==> src/rtl/cap_bank_seq_pkg.sv <==
package cap_bank_seq_pkg;

  typedef enum logic [2:0] {
    BANK_RESET = 3'b001,
    BANK_HOLD  = 3'b010,
    BANK_AMP   = 3'b100
  } bank_mode_e;

  typedef struct packed {
    logic amp;
    logic hold;
    logic smp_amp;
    logic smp_hold;
    logic bias_amp;
    logic bias_hold;
    logic strobe;
    logic trim;
  } phase_bits_t;

endpackage

==> src/rtl/cbs_reset_sync.sv <==
module cbs_reset_sync (
  input  logic clk,
  input  logic rst_n,
  output logic rst_sync_n
);

  logic stage1_q;
  logic stage2_q;

  always_ff @(posedge clk or negedge rst_n) begin
    if (!rst_n) begin
      stage1_q <= 1'b0;
      stage2_q <= 1'b0;
    end else begin
      stage1_q <= 1'b1;
      stage2_q <= stage1_q;
    end
  end

  assign rst_sync_n = stage2_q;

endmodule

==> src/rtl/cbs_tick_counter.sv <==
module cbs_tick_counter #(
  parameter int TICKS = 16
) (
  input  logic                       clk,
  input  logic                       rst_n,
  output logic [$clog2(TICKS)-1:0]   tick,
  output logic                       period_sel
);

  localparam int CW = $clog2(TICKS);
  localparam logic [CW-1:0] LAST = CW'(TICKS - 1);

  logic [CW-1:0] tick_q, tick_d;
  logic          sel_q, sel_d;
  logic          wrap;

  always_comb begin
    wrap   = (tick_q == LAST);
    tick_d = wrap ? '0 : tick_q + 1'b1;
    sel_d  = wrap ? ~sel_q : sel_q;
  end

  always_ff @(posedge clk or negedge rst_n) begin
    if (!rst_n) begin
      tick_q <= '0;
      sel_q  <= 1'b0;
    end else begin
      tick_q <= tick_d;
      sel_q  <= sel_d;
    end
  end

  assign tick       = tick_q;
  assign period_sel = sel_q;

endmodule

==> src/rtl/cbs_phase_decode.sv <==
module cbs_phase_decode
  import cap_bank_seq_pkg::*;
#(
  parameter int TICKS = 16,
  parameter int GAP   = 2,
  parameter int EARLY = 1
) (
  input  logic [$clog2(TICKS)-1:0] tick,
  output phase_bits_t              phases
);

  localparam int CW   = $clog2(TICKS);
  localparam int HALF = TICKS / 2;
  localparam logic [CW-1:0] A_RISE  = CW'(GAP);
  localparam logic [CW-1:0] A_FALL  = CW'(HALF);
  localparam logic [CW-1:0] A_SFALL = CW'(HALF - EARLY);
  localparam logic [CW-1:0] H_RISE  = CW'(HALF + GAP);
  localparam logic [CW-1:0] H_SFALL = CW'(TICKS - EARLY);
  localparam logic [CW-1:0] MID     = CW'(HALF);
  localparam logic [CW-1:0] LAST    = CW'(TICKS - 1);

  always_comb begin
    phases.amp       = (tick >= A_RISE) && (tick < A_FALL);
    phases.hold      = (tick >= H_RISE);
    phases.smp_amp   = (tick >= A_RISE) && (tick < A_SFALL);
    phases.smp_hold  = (tick >= H_RISE) && (tick < H_SFALL);
    phases.bias_amp  = (tick <= MID);
    phases.bias_hold = (tick >= MID) || (tick == '0);
    phases.strobe    = (tick == LAST);
    phases.trim      = (tick >= MID);
  end

endmodule

==> src/rtl/cbs_bank_schedule.sv <==
module cbs_bank_schedule
  import cap_bank_seq_pkg::*;
#(
  parameter int TICKS = 16,
  parameter int BANKS = 2
) (
  input  logic [$clog2(TICKS)-1:0] tick,
  input  logic                     period_sel,
  output logic [BANKS-1:0][2:0]    modes
);

  localparam int CW = $clog2(TICKS);
  localparam logic [CW-1:0] MID = CW'(TICKS / 2);

  logic amp_half;
  assign amp_half = (tick < MID);

  for (genvar b = 0; b < BANKS; b++) begin : g_bank
    logic owner;
    assign owner = (period_sel == b[0]);
    always_comb begin
      if (amp_half) begin
        modes[b] = owner ? BANK_AMP : BANK_RESET;
      end else begin
        modes[b] = owner ? BANK_RESET : BANK_HOLD;
      end
    end
  end

endmodule

==> src/rtl/cap_bank_sequencer.sv <==
module cap_bank_sequencer
  import cap_bank_seq_pkg::*;
#(
  parameter int TICKS = 16,
  parameter int GAP   = 2,
  parameter int EARLY = 1
) (
  input  logic       clk,
  input  logic       rst_n,
  output logic       ph_amp,
  output logic       ph_hold,
  output logic       smp_amp,
  output logic       smp_hold,
  output logic       bias_amp,
  output logic       bias_hold,
  output logic       cmp_strobe,
  output logic       trim_en,
  output logic       bank_sel,
  output logic [2:0] bank_x_mode,
  output logic [2:0] bank_y_mode
);

  localparam int CW = $clog2(TICKS);

  logic              rst_sync_n;
  logic [CW-1:0]     tick;
  logic              period_sel;
  phase_bits_t       phases_d, phases_q;
  logic [1:0][2:0]   modes_d, modes_q;
  logic              sel_q;

  cbs_reset_sync u_rst (
    .clk        (clk),
    .rst_n      (rst_n),
    .rst_sync_n (rst_sync_n)
  );

  cbs_tick_counter #(.TICKS(TICKS)) u_cnt (
    .clk        (clk),
    .rst_n      (rst_sync_n),
    .tick       (tick),
    .period_sel (period_sel)
  );

  cbs_phase_decode #(.TICKS(TICKS), .GAP(GAP), .EARLY(EARLY)) u_dec (
    .tick   (tick),
    .phases (phases_d)
  );

  cbs_bank_schedule #(.TICKS(TICKS), .BANKS(2)) u_sched (
    .tick       (tick),
    .period_sel (period_sel),
    .modes      (modes_d)
  );

  always_ff @(posedge clk or negedge rst_sync_n) begin
    if (!rst_sync_n) begin
      phases_q <= '0;
      sel_q    <= 1'b0;
      modes_q  <= {BANK_RESET, BANK_RESET};
    end else begin
      phases_q <= phases_d;
      sel_q    <= period_sel;
      modes_q  <= modes_d;
    end
  end

  assign ph_amp      = phases_q.amp;
  assign ph_hold     = phases_q.hold;
  assign smp_amp     = phases_q.smp_amp;
  assign smp_hold    = phases_q.smp_hold;
  assign bias_amp    = phases_q.bias_amp;
  assign bias_hold   = phases_q.bias_hold;
  assign cmp_strobe  = phases_q.strobe;
  assign trim_en     = phases_q.trim;
  assign bank_sel    = sel_q;
  assign bank_x_mode = modes_q[0];
  assign bank_y_mode = modes_q[1];

endmodule

==> config.mk <==
export PLATFORM = sky130hd
export DESIGN_NAME = cap_bank_sequencer
export DESIGN_NICKNAME = d
export VERILOG_FILES = /design/src/rtl/cap_bank_seq_pkg.sv /design/src/rtl/cbs_reset_sync.sv /design/src/rtl/cbs_tick_counter.sv /design/src/rtl/cbs_phase_decode.sv /design/src/rtl/cbs_bank_schedule.sv /design/src/rtl/cap_bank_sequencer.sv
export SDC_FILE = /design/constraint.sdc
export NUM_CORES = 1
export LEC_CHECK = 0
export BUFFER_PORTS_ARGS = -buffer_cell sky130_fd_sc_hd__buf_2
export CAP_MARGIN = 30
export CORE_MARGIN = 4
export CORE_UTILIZATION = 53
export DETAILED_ROUTE_END_ITERATION = 7
export PLACE_DENSITY_LB_ADDON = 0.05
export SETUP_SLACK_MARGIN = 0.5
export SLEW_MARGIN = 5
export SYNTH_ARGS = -nofsm -noshare
export SYNTH_HDL_FRONTEND = slang
export SYNTH_HIERARCHICAL = 1
export SYNTH_SLANG_ARGS = --single-unit
export TNS_END_PERCENT = 1
==> constraint.sdc <==
create_clock -name clk -period 1.1 [get_ports clk]
set_input_delay 0.165 -clock clk [delete_from_list [all_inputs] [get_ports clk]]
set_output_delay 0.165 -clock clk [all_outputs]
set_load 0.03 [all_outputs]
==> flow_summary.yaml, run 1 <==
outcome:
  status: "complete, but fails checks"
  failed_checks: "negative setup slack"
placed_design:
  portBuffers: 16
  gp_congestion: 0.808
  post-dp-hpwl_um: 789
  dp_slack_ps: 17.5
yosys:
  synth-compound-area-share_pct: 2.12
  syn_nets: 58
  synthSimpleGateAreaFrac_pct: 12.3
  synthAdderAreaFrac_pct: 8.17
  synth_top_family_by_area: "simple AND/OR/NAND/NOR gates"
  ys_warn_count: 6
  synth_xor_area_share_pct: 2.29
  synth_seq_area_share_pct: 72.2
  yosys-top-cells-area: "dfrtp_1 65%, ha_1 8.2%, dfstp_2 6.9%"
  syn_avg_cell_area_um2: 15.0
  synthCells: 51
  synth_top_cell_area_share_pct: 65.4
  synthMuxAreaShare_pct: 0
  synth_top_area_cell: "dfrtp_1"
  synth-seq-cells: 22
  synth_cell_type_count: 22
  synth_area_um2: 766
clock_network:
  cts_tree: "yes"
  clock_sinks: 22
  cts_setup_buffers: 0
  htreeDepth: 1
  clk-insertion-delay-late_ps: 310
  cts_made_buffers: 3
  cts_buffer_depth: 2
  cts-root-buf: "clkbuf_4"
  clk_transition_reported_paths_ps: 110
pwr:
  power_per_cell_area_nw_per_um2: 1140
  fin_total_pwr_uw: 1270
  leakagePower_uw: 0.000525
  ir_drop_uv: 933
critical_path:
  crit_chain: "buf_6"
  crit_type: "flip-flop to primary output"
  crit_buf_inv: 1
  cpMaxStageDelayCell: "dfstp_2"
  start_kind: "flip-flop"
  endpoint_kind: "primary output"
  path_delay_family: "flip-flops"
  arrival_ps: 970
  slowest_delay_ps: 550
  crit_fanout: 1
  required_ps: 940
route:
  vias_per_cell: 4.91
  drc: 0
  wl_um: 1240
  drt-pass1-iter-count: 4
  ant_nets: 0
  vias: 447
  first_iter_violations: 5
  routedWlPerCell_um: 13.6
layout:
  syn2layout_area_growth_pct: 44.9
  layout_common_cells: "18 x buf_6, 17 x dfrtp_1, 4 x inv_1"
  antenna_cells: 0
  final_layout_size_suffix_gt1_share_pct: 52.6
  final_util_pct: 83.2
  layout_commonest_cell: "buf_6"
  final_net_count: 84
run:
  drv_cap: 0
timing:
  hold_viol: 0
  maxSlewViolCount: 0
  fmax_mhz: 879
  skew_ps: 0.837
  fin_crit_sh_pct: 103
  layout_min_cycle_time_ps: 1140
  setup_violations: 3
  whs_ps: 150
  rsz0062_at_grt: "true"
  timing.final.ws_setup_ps: -37.8
floorplan:
  die_x_um: 46.0
  start_util_pct: 57.4
  coreArea_um2: 1330
  num_rows: 13
  pin_count: 17
  die_h_um: 46.0
  die-area_um2: 2120
grt:
  grt_overflow: 0
  grt_pass1_wl_um: 1950
  grt_usage_pct: 13.5
  antenna_found_initial: 0
  grt_max_degree: 21
  grt_pass1_vias: 443
worst_hold_path:
  worstHoldPathType: "input port to async pin"
==> power breakdown <==
part	internal, uW	switching, uW	total [uW]
Combinational	5.95	15.1	21.0
Clock	202	231	433
Sequential	812	1.04	813
Total	1020	247	1270
==> worst paths after layout <==
check / start / end / slack (ps) / cells past startpoint
hold reg to reg: u_rst/rst_sync_n / u_cnt/tick[0] / 210 / 1
max in group asynchronous: u_rst/rst_sync_n / bank_x_mode[0] / 620 / 1
setup / recovery: bank_y_mode[0] / bank_y_mode[0] / -40 / 1
min in group clk: u_rst/stage1_q / u_rst/rst_sync_n / 370 / 0
hold / removal: rst_n / u_rst/stage1_q / 150 / 2
setup reg to reg: u_cnt/tick[1] / u_cnt/tick[3] / 0 / 2
==> timing repair <==
action | 4_1_cts | 5_1_grt
endpoints found under the setup margin | 35 | 35
endpoints found under the hold margin | 2 | 0
gates resized for setup | 42 | 2
hold buffers | 1 | 0
pin swaps | 12 | 5
==> per-stage QoR <==
step | setup TNS (ps) | cell area, um^2 | cells
global route | -164 | 1110 | 91
CTS | -84.3 | 1100 | 91
floorplan | 0 | 767 | 51
global placement | 0 | 900 | 86
detailed placement | 0 | 900 | 86
finish | -74.7 | 1110 | 91
==> kinds of logic (layout without fill, tap and decap cells) <==
group	after synthesis	in the layout
AO/OA/AOI/OAI	2	2
XOR/XNOR	2	2
other	1	1
AND/OR/NAND/NOR	14	14
adder cells (fa/ha/maj)	5	5
buffers and inverters	5	30
flip-flops	22	22
==> final cells by class <==
class                   count  area (um^2)
repair buffers             22          233
multi-input cells          24          250
well taps                  15         18.8
clock buffers               4         36.3
flip-flops and latches     22          557
inverters                   4         15.0
fillers                    66          224
==> state kept, by name, indices dropped and copies added, names as in the netlist <==
register          cells
bank_sel              1
bank_x_mode           3
bank_y_mode           3
bias_amp              1
bias_hold             1
cmp_strobe            1
ph_amp                1
ph_hold               1
smp_amp               1
smp_hold              1
trim_en               1
u_cnt/period_sel      1
u_cnt/tick            4
u_rst/rst_sync_n      1
u_rst/stage1_q        1
==> cells in the mapped netlist, drive strengths merged <==
cell and instances:
nor2 2, dfrtp 20, ha 5, and3 1, or2 1, nand3 1, nor3 2, nor2b 1
nand2b 1, and2b 1, clkbuf 1, xor2 1, inv 4, xnor2 1, nor3b 1, nand2 1
a31oi 1, and4b 1, a311o 1, and2 1, conb 1, dfstp 2
==> layer usage <==
| layer | up-vias | GRT usage (%) | wire (um) |
|---|---|---|---|
| met3 | 6 | 2.37 | 112 |
| met4 | 0 | 8.52 | 34 |
| met2 | 18 | 22.0 | 570 |
| met1 | 210 | 16.2 | 521 |
| li1 | 213 | - | - |
| met5 | - | 0 | 0 |
Power figures use the tool's default switching activity.
==> run 2: changes to the inputs <==
- SKIP_CTS_REPAIR_TIMING: unset -> 1
==> run 2 against run 1 <==
  * The flow still finishes with violations (negative setup slack)
  * Wire length down 4.4%
  * Clock power hardly changed
  * First-iteration DRC count unchanged
  * Flip-flop and latch count did not move
  * Register-to-register slack is essentially flat
  * Non-clock buffer count did not move
==> flow_summary.yaml, run 2 (same netlist as run 1, synthesis figures left out) <==
outcome:
  status: "complete, but fails checks"
  failed_checks: "negative setup slack"
pwr:
  fin_total_pwr_uw: 1270
  leakagePower_uw: 0.000525
  power_per_cell_area_nw_per_um2: 1170
  ir_drop_uv: 929
timing:
  rsz0062_at_grt: "true"
  setup_violations: 3
  skew_ps: 6.32
  layout_min_cycle_time_ps: 1140
  timing.final.ws_setup_ps: -38.9
  whs_ps: 151
  maxSlewViolCount: 0
  hold_viol: 0
  fin_crit_sh_pct: 104
  fmax_mhz: 878
clock_network:
  cts_tree: "yes"
  cts-root-buf: "clkbuf_4"
  cts_made_buffers: 3
  htreeDepth: 1
  cts_buffer_depth: 2
  clk_transition_reported_paths_ps: 120
  clock_sinks: 22
  clk-insertion-delay-late_ps: 310
critical_path:
  cpMaxStageDelayCell: "dfstp_2"
  crit_buf_inv: 1
  timing.reg2reg.setup_slack_ps: 0
  endpoint_kind: "primary output"
  path_delay_family: "flip-flops"
  worstRegToRegCells: 2
  r2r-start: "u_cnt/tick[1]"
  arrival_ps: 970
  crit_fanout: 1
  crit_type: "flip-flop to primary output"
  start_kind: "flip-flop"
  crit_chain: "buf_6"
  required_ps: 940
  slowest_delay_ps: 550
  r2r-end: "u_cnt/tick[3]"
layout:
  largest_register_ff_count: 4
  final_util_pct: 81.3
  antenna_cells: 0
  final_layout_size_suffix_gt1_share_pct: 48.7
  layout_commonest_cell: "dfrtp_1"
  layout_common_cells: "17 x dfrtp_1, 16 x buf_6, 4 x buf_4, 4 x inv_1"
  instances_no_fill: 91
  final_net_count: 84
  syn2layout_area_growth_pct: 41.7
  top_register: "u_cnt/tick"
route:
  wl_um: 1180
  ant_nets: 0
  vias: 448
  drc: 0
  drt-pass1-iter-count: 4
  first_iter_violations: 5
  vias_per_cell: 4.92
  routedWlPerCell_um: 13.0
floorplan:
  num_rows: 13
  die_h_um: 46.0
  start_util_pct: 57.4
  coreArea_um2: 1330
  die-area_um2: 2120
  die_x_um: 46.0
  pin_count: 17
grt:
  grt_pass1_vias: 409
  grt_usage_pct: 11.6
  grt_pass1_wl_um: 1680
  grt_max_degree: 21
  antenna_found_initial: 0
  grt_overflow: 0
placed_design:
  portBuffers: 16
  dp_slack_ps: 17.5
  gp_congestion: 0.808
  post-dp-hpwl_um: 789
  dp_cells: 86
worst_hold_path:
  worstHoldPathType: "input port to async pin"
run:
  drv_cap: 0
==> run 2: cell counts in the layout (fill, tap and decap cells not counted) <==
Identical to the previous run, type by type.
==> run 2: layout make-up <==
| class | count | area, um^2 |
|---|---|---|
| multi-input combinational | 24 | 233 |
| sequential | 22 | 557 |
| tap | 15 | 18.8 |
| clock buffer | 4 | 36.3 |
| inverter | 4 | 15.0 |
| fill | 65 | 249 |
| timing repair buffer | 22 | 225 |
==> run 2: metrics by stage <==
| stage | area (um^2) | TNS (ps) |
|---|---|---|
| global route | 1080 | -156 |
| detailed placement | 900 | 0 |
| floorplan | 767 | 0 |
| global placement | 900 | 0 |
| finish | 1080 | -69.7 |
| CTS | 936 | -183 |
==> run 2: worst max-delay path by stage <==
stage | startpoint | end | slack (ps) | cells past startpoint
2_1_floorplan | u_cnt/tick[3] | u_cnt/tick[3] | 30 | 2
3_3_place_gp | u_cnt/tick[1] | u_cnt/tick[3] | 40 | 3
3_5_place_dp | u_cnt/tick[0] | u_cnt/tick[3] | 20 | 3
4_1_cts | bank_y_mode[0] | bank_y_mode[0] | -90 | 1
5_1_grt | bank_y_mode[0] | bank_y_mode[0] | -70 | 1
6_report | bank_y_mode[0] | bank_y_mode[0] | -40 | 1
==> run 2: power breakdown <==
group / internal (uW) / leakage (uW) / switching [uW]
Combinational: 5.96 / 0.000240 / 14.8
Clock: 202 / 0.0000210 / 231
Sequential: 812 / 0.000264 / 1.02
==> run 2: routing by layer <==
layer	wire length, um	vias to the layer above	track usage, %
met5	0	-	0
met4	26	0	8.52
met3	98	3	2.37
met2	526	19	19.0
met1	533	213	13.3
li1	-	213	-
==> run 3: changes to the inputs <==
==> constraint.sdc (replaced) <==
create_clock -name clk -period 1.1 [get_ports clk]
set_input_delay 0 -clock clk [delete_from_list [all_inputs] [get_ports clk]]
set_output_delay 0 -clock clk [all_outputs]
set_load 0.03 [all_outputs]
==> run 3 against run 2 <==
  * The flow finishes with violations (negative hold slack)
  * Maximum frequency increased by 7.0%
  * Sequential power about the same
  * Final cell count increased by 2.2%
  * Power decreased by 0.77%
  * Sequential share of layout area increased by 5.7 points
  * Die area unchanged
  * Final area decreased by 10%
  * Wire length decreased by 8.0%
  * Non-clock buffer count increased by 2
  * Flip-flop and latch count unchanged
  * Hold slack got worse by 160 ps
  * Global-route usage unchanged
  * Critical endpoint is now u_cnt/tick[3]
  * Largest cell class unchanged
  * Largest power group unchanged
==> flow_summary.yaml, run 3 (same netlist as run 1, synthesis figures left out) <==
clock_network:
  cts_made_buffers: 3
  clock_sinks: 22
  clk-insertion-delay-late_ps: 300
  htreeDepth: 1
  clk_transition_reported_paths_ps: 110
  cts_tree: "yes"
  cts-root-buf: "clkbuf_4"
  cts_buffer_depth: 2
timing:
  tns_ps: 0
  rsz0062_at_grt: "true"
  fin_crit_sh_pct: 96.8
  setup_violations: 0
  maxSlewViolCount: 0
  skew_ps: 8.33
  hold_viol: 2
  fmax_mhz: 940
  layout_min_cycle_time_ps: 1060
  whs_ps: -8.28
route:
  drt-pass1-iter-count: 5
  drc: 0
  vias_per_cell: 4.69
  wl_um: 1090
  first_iter_violations: 10
  vias: 436
  ant_nets: 0
  routedWlPerCell_um: 11.7
layout:
  top_register: "u_cnt/tick"
  seq_area_um2: 557
  layout_common_cells: "17 x dfrtp_1, 16 x buf_2, 7 x buf_4, 4 x inv_1, 4 x ha_1"
  largest_register_ff_count: 4
  final_layout_size_suffix_gt1_share_pct: 46.2
  final_net_count: 86
  fillerInstances: 87
  fin_area_um2: 976
  antenna_cells: 0
  syn2layout_area_growth_pct: 27.5
  layout_commonest_cell: "dfrtp_1"
  multi_input_area_um2: 206
floorplan:
  die-area_um2: 2120
  die_x_um: 46.0
  pin_count: 17
  num_rows: 13
  die_h_um: 46.0
  start_util_pct: 57.4
  coreArea_um2: 1330
critical_path:
  r2r-end: "u_cnt/tick[3]"
  crit_type: "flip-flop to flip-flop"
  arrival_ps: 1260
  worstRegToRegCells: 2
  start_kind: "flip-flop"
  crit_fanout: 7
  timing.reg2reg.setup_slack_ps: 40
  endpoint_kind: "flip-flop"
  required_ps: 1300
  r2r-start: "u_cnt/tick[3]"
outcome:
  failed_checks: "negative hold slack"
  status: "complete, but fails checks"
pwr:
  power_per_cell_area_nw_per_um2: 1290
  leakagePower_uw: 0.000502
  ir_drop_uv: 834
grt:
  grt_overflow: 0
  antenna_found_initial: 0
  grt_usage_pct: 11.6
  grt_pass1_wl_um: 1680
  grt_max_degree: 21
  grt_pass1_vias: 409
placed_design:
  post-dp-hpwl_um: 789
  portBuffers: 16
  place_area_um2: 900
  gp_congestion: 0.808
run:
  drv_cap: 0
worst_hold_path:
  worstHoldPathType: "input port to async pin"
[run 3: how the worst max path moves through the flow]
stage / startpoint / end / cells past startpoint
after floorplan: u_cnt/tick[3] / u_cnt/tick[3] / 2
after global placement: u_cnt/tick[1] / u_cnt/tick[3] / 3
after detailed placement: u_cnt/tick[0] / u_cnt/tick[3] / 3
after CTS: u_cnt/tick[1] / u_cnt/tick[3] / 3
after global routing: u_cnt/tick[2] / smp_amp / 3
final: u_cnt/tick[3] / u_cnt/tick[3] / 2
[run 3: layout make-up]
type	count	share of cell area, %
repair buffers	24	14.6
well taps	15	1.92
inverters	4	1.54
clock buffers	4	3.72
multi-input cells	24	21.2
flip-flops and latches	22	57.1
[run 3: report_power, final]
part           total (uW)  switching, uW  internal, uW
clock network         423            222           202
logic                20.8           14.8          5.96
registers             813           1.02           812
[run 3: metrics by stage]
stage          std cells  utilization (%)  setup slack (ps)  total power, uW
5_1_grt               93             73.2              6.43             1310
2_1_floorplan         51                -              27.6              839
6_report              93             73.2              35.7             1260
3_3_place_gp          86             67.4              42.9              848
3_5_place_dp          86             67.4              17.5              848
4_1_cts               90             70.2              1.23             1280
[run 3: metal layers]
metal	wire, um	GRT usage, %
met1	468	13.3
met5	0	0
met3	87	2.37
met2	510	19.0
met4	23	8.52
[run 3: worst max-delay path, cell delays in order (launching register included)]
cell and delay, ps:
dfrtp_2 460, and2b_2 200, a311o_1 300
